**config.mk**
```make
export PLATFORM = sky130hd
export DESIGN_NAME = rst_boot_seq
export DESIGN_NICKNAME = d
export VERILOG_FILES = /design/src/rtl/rbs_pkg.sv /design/src/rtl/rbs_datapath.sv /design/src/rtl/rbs_control.sv /design/src/rtl/rst_boot_seq.sv
export SDC_FILE = /design/constraint.sdc
export NUM_CORES = 1
export LEC_CHECK = 0
export ABC_AREA = 1
export BUFFER_PORTS_ARGS = -buffer_cell sky130_fd_sc_hd__buf_4
export CAP_MARGIN = 5
export CORE_UTILIZATION = 28
export CTS_CLUSTER_DIAMETER = 200
export DETAILED_ROUTE_END_ITERATION = 6
export PLACE_DENSITY = 0.48
export SETUP_SLACK_MARGIN = 0.05
export SYNTH_ARGS = -nofsm -noshare
export SYNTH_HDL_FRONTEND = slang
export SYNTH_SLANG_ARGS = --single-unit
export TNS_END_PERCENT = 30
```
**constraint.sdc**
```tcl
create_clock -name clk -period 2.2 [get_ports clk]
set_input_delay 0.22 -clock clk [delete_from_list [all_inputs] [get_ports clk]]
set_output_delay 0.22 -clock clk [all_outputs]
set_load 0.02 [all_outputs]
```
**src/rtl/rbs_pkg.sv**
```systemverilog
package rbs_pkg;

  typedef enum logic [1:0] {
    stHold    = 2'd0,
    stBusWait = 2'd1,
    stBoot    = 2'd2,
    stFetch   = 2'd3
  } seqState_e;

  // control -> datapath strobes
  typedef struct packed {
    logic coldRun;
    logic coreClear;
    logic bootReq;
    logic fetchGo;
  } ctlStrobes_t;

  // datapath -> control status
  typedef struct packed {
    logic coldElapsed;
    logic warmHit;
    logic rstHigh;
  } dpStatus_t;

endpackage

```
**src/rtl/rbs_datapath.sv**
```systemverilog
module rbs_datapath
  import rbs_pkg::*;
#(
  parameter int LOCK_CYCLES = 2000,
  parameter int MIN_PULSE   = 8,
  parameter int ADDR_W      = 14,
  parameter int START_ADDR  = 0
) (
  input  logic              clk,
  input  logic              powerOnN,
  input  logic              rstN,
  input  ctlStrobes_t       ctl,
  output dpStatus_t         sts,
  output logic              clrStack,
  output logic              maskIrq,
  output logic              clrModeStat,
  output logic              bootStart,
  output logic              fetchEn,
  output logic [ADDR_W-1:0] fetchAddr
);

  localparam int CW = $clog2(LOCK_CYCLES + 1);
  localparam int PW = $clog2(MIN_PULSE + 1);
  localparam logic [CW-1:0] COLD_LAST = CW'(LOCK_CYCLES - 1);
  localparam logic [PW-1:0] PULSE_MAX = PW'(MIN_PULSE);
  localparam logic [PW-1:0] PULSE_HIT = PW'(MIN_PULSE - 1);

  // two-flop reset synchronizer: asynchronous assert, synchronous release
  logic [1:0] syncQ;
  logic       rstSync;

  always_ff @(posedge clk or negedge rstN) begin
    if (!rstN) syncQ <= 2'b00;
    else       syncQ <= {syncQ[0], 1'b1};
  end
  assign rstSync = syncQ[1];

  // cold-start lock counter, saturates at its last value
  logic [CW-1:0] coldCnt;
  logic          coldAtEnd;
  assign coldAtEnd = (coldCnt == COLD_LAST);

  always_ff @(posedge clk or negedge powerOnN) begin
    if (!powerOnN)                  coldCnt <= '0;
    else if (ctl.coldRun && !coldAtEnd) coldCnt <= coldCnt + 1'b1;
  end

  // warm-reset pulse-width counter
  logic [PW-1:0] lowCnt;

  always_ff @(posedge clk or negedge powerOnN) begin
    if (!powerOnN)              lowCnt <= '0;
    else if (rstSync)           lowCnt <= '0;
    else if (lowCnt != PULSE_MAX) lowCnt <= lowCnt + 1'b1;
  end

  assign sts.coldElapsed = coldAtEnd;
  assign sts.warmHit     = !rstSync && (lowCnt >= PULSE_HIT);
  assign sts.rstHigh     = rstSync;

  // outputs toward the core
  assign clrStack    = ctl.coreClear;
  assign maskIrq     = ctl.coreClear;
  assign clrModeStat = ctl.coreClear;
  assign bootStart   = ctl.bootReq;
  assign fetchEn     = ctl.fetchGo;
  assign fetchAddr   = ctl.fetchGo ? ADDR_W'(START_ADDR) : '0;

endmodule

```
**src/rtl/rbs_control.sv**
```systemverilog
module rbs_control
  import rbs_pkg::*;
(
  input  logic        clk,
  input  logic        powerOnN,
  input  logic        mapStrap,
  input  logic        busReq,
  input  logic        pllLock,
  input  logic        bootDone,
  input  dpStatus_t   sts,
  output ctlStrobes_t ctl
);

  seqState_e state, stateNxt;
  logic      coldFlag;

  function automatic seqState_e pickPath(input logic req, input logic strap);
    if (req)        return stBusWait;
    else if (strap) return stFetch;
    else            return stBoot;
  endfunction

  always_ff @(posedge clk or negedge powerOnN) begin
    if (!powerOnN) begin
      state    <= stHold;
      coldFlag <= 1'b1;
    end else begin
      state <= stateNxt;
      if (coldFlag && sts.coldElapsed && pllLock) coldFlag <= 1'b0;
    end
  end

  always_comb begin
    stateNxt = state;
    unique case (state)
      stHold: begin
        if (!coldFlag && sts.rstHigh) stateNxt = pickPath(busReq, mapStrap);
      end
      stBusWait: begin
        if (sts.warmHit)  stateNxt = stHold;
        else if (!busReq) stateNxt = pickPath(1'b0, mapStrap);
      end
      stBoot: begin
        if (sts.warmHit)  stateNxt = stHold;
        else if (bootDone) stateNxt = stFetch;
      end
      stFetch: begin
        if (sts.warmHit)  stateNxt = stHold;
      end
      default: stateNxt = stHold;
    endcase
  end

  assign ctl.coldRun   = coldFlag;
  assign ctl.coreClear = (state == stHold);
  assign ctl.bootReq   = (state == stBoot);
  assign ctl.fetchGo   = (state == stFetch);

endmodule

```
**src/rtl/rst_boot_seq.sv**
```systemverilog
module rst_boot_seq
  import rbs_pkg::*;
#(
  parameter int LOCK_CYCLES = 2000,
  parameter int MIN_PULSE   = 8,
  parameter int ADDR_W      = 14,
  parameter int START_ADDR  = 0
) (
  input  logic              clk,
  input  logic              powerOnN,
  input  logic              rstN,
  input  logic              mapStrap,
  input  logic              busReq,
  input  logic              pllLock,
  input  logic              bootDone,
  output logic              clrStack,
  output logic              maskIrq,
  output logic              clrModeStat,
  output logic              bootStart,
  output logic              fetchEn,
  output logic [ADDR_W-1:0] fetchAddr
);

  ctlStrobes_t ctl;
  dpStatus_t   sts;

  rbs_control u_ctl (
    .clk      (clk),
    .powerOnN (powerOnN),
    .mapStrap (mapStrap),
    .busReq   (busReq),
    .pllLock  (pllLock),
    .bootDone (bootDone),
    .sts      (sts),
    .ctl      (ctl)
  );

  rbs_datapath #(
    .LOCK_CYCLES (LOCK_CYCLES),
    .MIN_PULSE   (MIN_PULSE),
    .ADDR_W      (ADDR_W),
    .START_ADDR  (START_ADDR)
  ) u_dp (
    .clk         (clk),
    .powerOnN    (powerOnN),
    .rstN        (rstN),
    .ctl         (ctl),
    .sts         (sts),
    .clrStack    (clrStack),
    .maskIrq     (maskIrq),
    .clrModeStat (clrModeStat),
    .bootStart   (bootStart),
    .fetchEn     (fetchEn),
    .fetchAddr   (fetchAddr)
  );

endmodule

```
After elaboration in Yosys (flattened, before gate mapping)
Cells that the tools add are included.
W data, S select, Z words.
- register bits after elaboration: 20
- output and inout port bits: 19
- word-level logic and storage cells: 39
- add/sub/neg operators: 2
- magnitude comparators: 1
- equal/unequal tests: 9
- mux-type cells: 11
- reductions and logical operators: 11
- operator list (kind ; number):
    $mux W2 ; 7
    $add A11 B1 Y11 const B ; 1
    $eq A11 B11 Y1 const B ; 1
    $mux W4 ; 2
    $pmux W2 S4 ; 1
    $logic_and A1 B1 Y1 ; 5
    $add A4 B1 Y4 const B ; 1
    $eq A2 B2 Y1 const B ; 2
    $ge A4 B3 Y1 const B ; 1
    $ne A2 B1 Y1 const B ; 2
    $ne A4 B4 Y1 const B ; 1
    $reduce_and A4 Y1 ; 1
    $logic_not A1 Y1 ; 3
    $ne A3 B2 Y1 const B ; 1
    $ne A3 B3 Y1 const B ; 1
    $eq A2 B1 Y1 const B ; 1
    $logic_not A2 Y1 ; 1
    $reduce_bool A2 Y1 ; 1
    $mux W1 ; 1

Longest topological paths before layout
- depth after elaboration: 4
- mapped depth: 9
- depth with buffers taken out: 9

Cells and area by module
Synthesis repeated with hierarchy kept, for this count alone.
- cell total of the unflattened synthesis: 172
- area total of the unflattened synthesis: 1318.8 um^2
- by module, submodules not included (module ; instances ; cells each ; area each (um^2) ; seq. area each (um^2)):
    rbs_datapath ; 1 ; 131 ; 1077.3 ; 425.4
    rbs_control ; 1 ; 41 ; 241.5 ; 76.3

Least setup slack after synthesis
OpenSTA, ideal clock, no wires.
- path kind: register -> register
- from: register u_dp.coldCnt[0]
- to: register u_dp.coldCnt[2]
- arrival: 1.167 ns
- data required time: 2.073 ns
- path slack: 0.906 ns
- cell stages (with the launch flop): 8
- path buffers: 1
- clock period less this slack: 1.294 ns
- cell sequence: dfrtp_1 ha_1 nand3_2 inv_2 nand3_2 nand2_4 buf_12 o21ai_0
- word-level cells in the longest chain between the ends: 3
- elaborated cells between the ends (all ways): 4
- classes of those cells: add/sub (1); eq/ne (1); reduce/logical (2)
- ends and longest elaborated chain (item ; RTL line ; RTL):
    from (decl) ; rbs_datapath.sv:39 ; logic [CW-1:0] coldCnt;
    from (signal assigned) ; rbs_datapath.sv:45 ; else if (ctl.coldRun && !coldAtEnd) coldCnt <= coldCnt + 1'b1;
    parallel branches: the longest is 3 deep, another holds $add A11 B1 Y11 ; - ;
Parallel ways; which one is timed is not known.
A chain may end at the register's enable or synchronous reset.

Worst setup path in the final report
- from: register u_dp.coldCnt[0]
- to: register u_dp.coldCnt[10]
The elaborated chain is that of the path after synthesis.

==> parameters.txt <==
Parameter                              Value

Final layout
  Synthesis-to-finish area growth    11.3%
  Fin area    1450 um2
  Leading cell type in the layout, fill and taps excluded    sky130_fd_sc_hd__nand2_1
  Diodes inserted    0
  Fill count    481
  Final cell count without fillers    between 200 and 250
  Commonest cells after routing, fill and taps aside    sky130_fd_sc_hd__nand2_1, sky130_fd_sc_hd__inv_1, sky130_fd_sc_hd__dfrtp_1, sky130_fd_sc_hd__conb_1, sky130_fd_sc_hd__nor2_1
  Proportion of layout cells with a drive suffix above 1    11.3%
  NumNets Final    206

CTS
  CTS tree    done
  Clock network latency to the later pin of the worst-skew pair    260 ps
  Quantity of gates resized following cts    0
  Number of setup buffers added after CTS    0
  Maximum clock insertion buffer count    2
  # hold bufs at CTS    2
  Root Driver    sky130_fd_sc_hd__clkbuf_8
  TritonCTS Buffers    3
  Clock slew at the register clock pins of the worst setup and hold paths    90 ps
  Number of levels the H-tree was split into    1
  # clock sinks    20

Worst hold path
  Min-delay src    pllLock
  Class of the most critical hold timing path    input pin to flip-flop

Drt
  Wirelength per Cell    between 9 and 10 um
  Routed via count    around 1.0k
  Vias per cell    between 4 and 5
  Pre-antenna DRT Iters    4
  Drt total wl    around 2.3 mm
  Remaining number of nets flagged by the antenna check after routing    0
  Drt drc    0
  Starting DRC count in detailed routing    34

Die
  DIE WIDTH    70.3 um
  Chip height    70.3 um
  Core Region    4410 um2
  Core Rows    24
  Die area    between 4000 and 5000 um2
  Top-Level Pins    26
  Initial Utilization    roughly 30%

Worst setup path
  CP Data Required Time    2350 ps
  Crit path launch    u_dp.coldCnt[0]
  Arrival @ worst endpoint    1670 ps
  Highest fanout seen on the critical path    16
  Critical Path Source Type    flip-flop
  Class of the most critical setup path    flip-flop to flip-flop
  Reg-to-reg startpoint    u_dp.coldCnt[0]
  Worst Setup End Kind    flip-flop

Placement
  Routability cong.    0.771
  Post-placement worst setup slack    a little under 700 ps
  DP Wirelength    1.79 mm
  Cell area after placement    ~1400 um2
  Instance count after placement with tap cells included    241
  Number of I/O port buffers    11

Synthesis
  Instance count of the mapped netlist    182
  Yosys warnings    0
  Number of unique standard cell types used by synthesis    21
  Post-synthesis average cell area    7.17 um2
  Cell Area, Synth    between 1000 and 1500 um2
  Seq/Total Area, Yosys    about two fifths
  Number of register bits inferred by synthesis    20

Global routing
  First-pass GRT wire length    4.24 mm
  Overflow left after global routing    0
  Via count of the first global-routing pass    ~940
  Global router's overall resource usage    10.8%
  Largest net degree at the start of global routing    19
  Number of antenna violations at the first check in global routing    0

Pwr
  Leakage    0.796 nW
  Peak supply drop    0.000381 V
  Power Total    0.00120 W
  Power per Cell Area    around 830 nW/um2

Timing
  Setup repair after global routing missed its margin    false
  Fin crit share    between 60 and 70%
  Count of final hold-check violations    0
  Post-Route Setup TNS    0 ps
  Final setup fails    0
  Highest attainable clock frequency    0.660 GHz
  Smallest setup slack after layout    685 ps
  Clock period minus worst slack    1520 ps
  Slew Viols, Final    0
  Worst clock skew    just over 7 ps

Job
  MaxCap Viol Count    0

Outcome
  Result of the run    finished, final reports clean
## where the power goes
group	switching, W	internal [W]	leakage [nW]	total [W]
Combinational	0.000253	0.000149	0.510	0.000403
Sequential	0.0000253	0.000394	0.251	0.000420
Clock	0.000134	0.000243	0.0357	0.000377
## area by class of cell
cell class,count,area [um2],area share [%]
multi-input cells,134,622,42.8
clock buffers,3,41.3,2.84
repair buffers,13,103,7.06
inverters,24,90.1,6.20
flip-flops and latches,20,502,34.5
well taps,52,65.1,4.48
clock inverters,1,30.0,2.07
## routing by layer
layer	GRT usage [%]	part of all wire, %	vias to the layer above
met5	0	0	-
met4	5.33	1.5	0
met3	1.30	1.8	2
met2	17.0	45	14
met1	14.4	52	474
li1	-	-	553
## critical path, cell delays in order (launching register included)
cell                      delay, ps
sky130_fd_sc_hd__dfrtp_1        440
sky130_fd_sc_hd__ha_1           270
sky130_fd_sc_hd__nand3_2        130
sky130_fd_sc_hd__inv_2           70
sky130_fd_sc_hd__nand3_2         90
sky130_fd_sc_hd__nand2_4        170
sky130_fd_sc_hd__inv_2          110
sky130_fd_sc_hd__nand2_1         80
sky130_fd_sc_hd__nand2_1         50
## cell families after synthesis
logic type,count (synthesis),share of synthesized area (%)
AND/OR/NAND/NOR,97,31.7
adder cells (fa/ha/maj),3,2.88
buffers and inverters,41,17.6
AO/OA/AOI/OAI,14,5.37
flip-flops,20,38.4
XOR/XNOR,5,3.36
other,2,0.575
## synthesized netlist by cell type, drive strengths merged
master  instances  share of area (%)
inv            24                6.9
xnor2           3                2.0
nand3b          2                1.2
buf            17                 11
nand3          11                5.0
nor3            1               0.38
nand4           3                1.4
dfstp           1                2.0
nor2           15                4.5
ha              3                2.9
o21ai          12                4.6
dfrtp          19                 36
conb            2               0.58
xor2            2                1.3
nand2          65                 19
a21oi           2               0.77
## registers in the layout, summed over array words and instances, names as in the netlist
name	cells
u_ctl.coldFlag	1
u_ctl.state	2
u_dp.coldCnt	11
u_dp.lowCnt	4
u_dp.syncQ	2
## per-stage QoR
step	hold slack [ps]	util, %
global route	121	32.9
CTS	103	32.9
floorplan	-75.6	-
detailed placement	3.83	30.8
finish	102	32.9
global placement	4.21	30.8
## final timing paths
path | slack, ps | endpoint | cells after the start
setup / recovery | 680 | u_dp.coldCnt[10] | 8
hold / removal | 100 | u_ctl.coldFlag | 2
setup reg to reg | 680 | u_dp.coldCnt[10] | 8
hold reg to reg | 360 | u_dp.syncQ[1] | 0
max in group asynchronous | 1580 | u_ctl.coldFlag | 2
min in group asynchronous | 270 | u_dp.syncQ[0] | 2
Power figures use the tool's default switching activity.
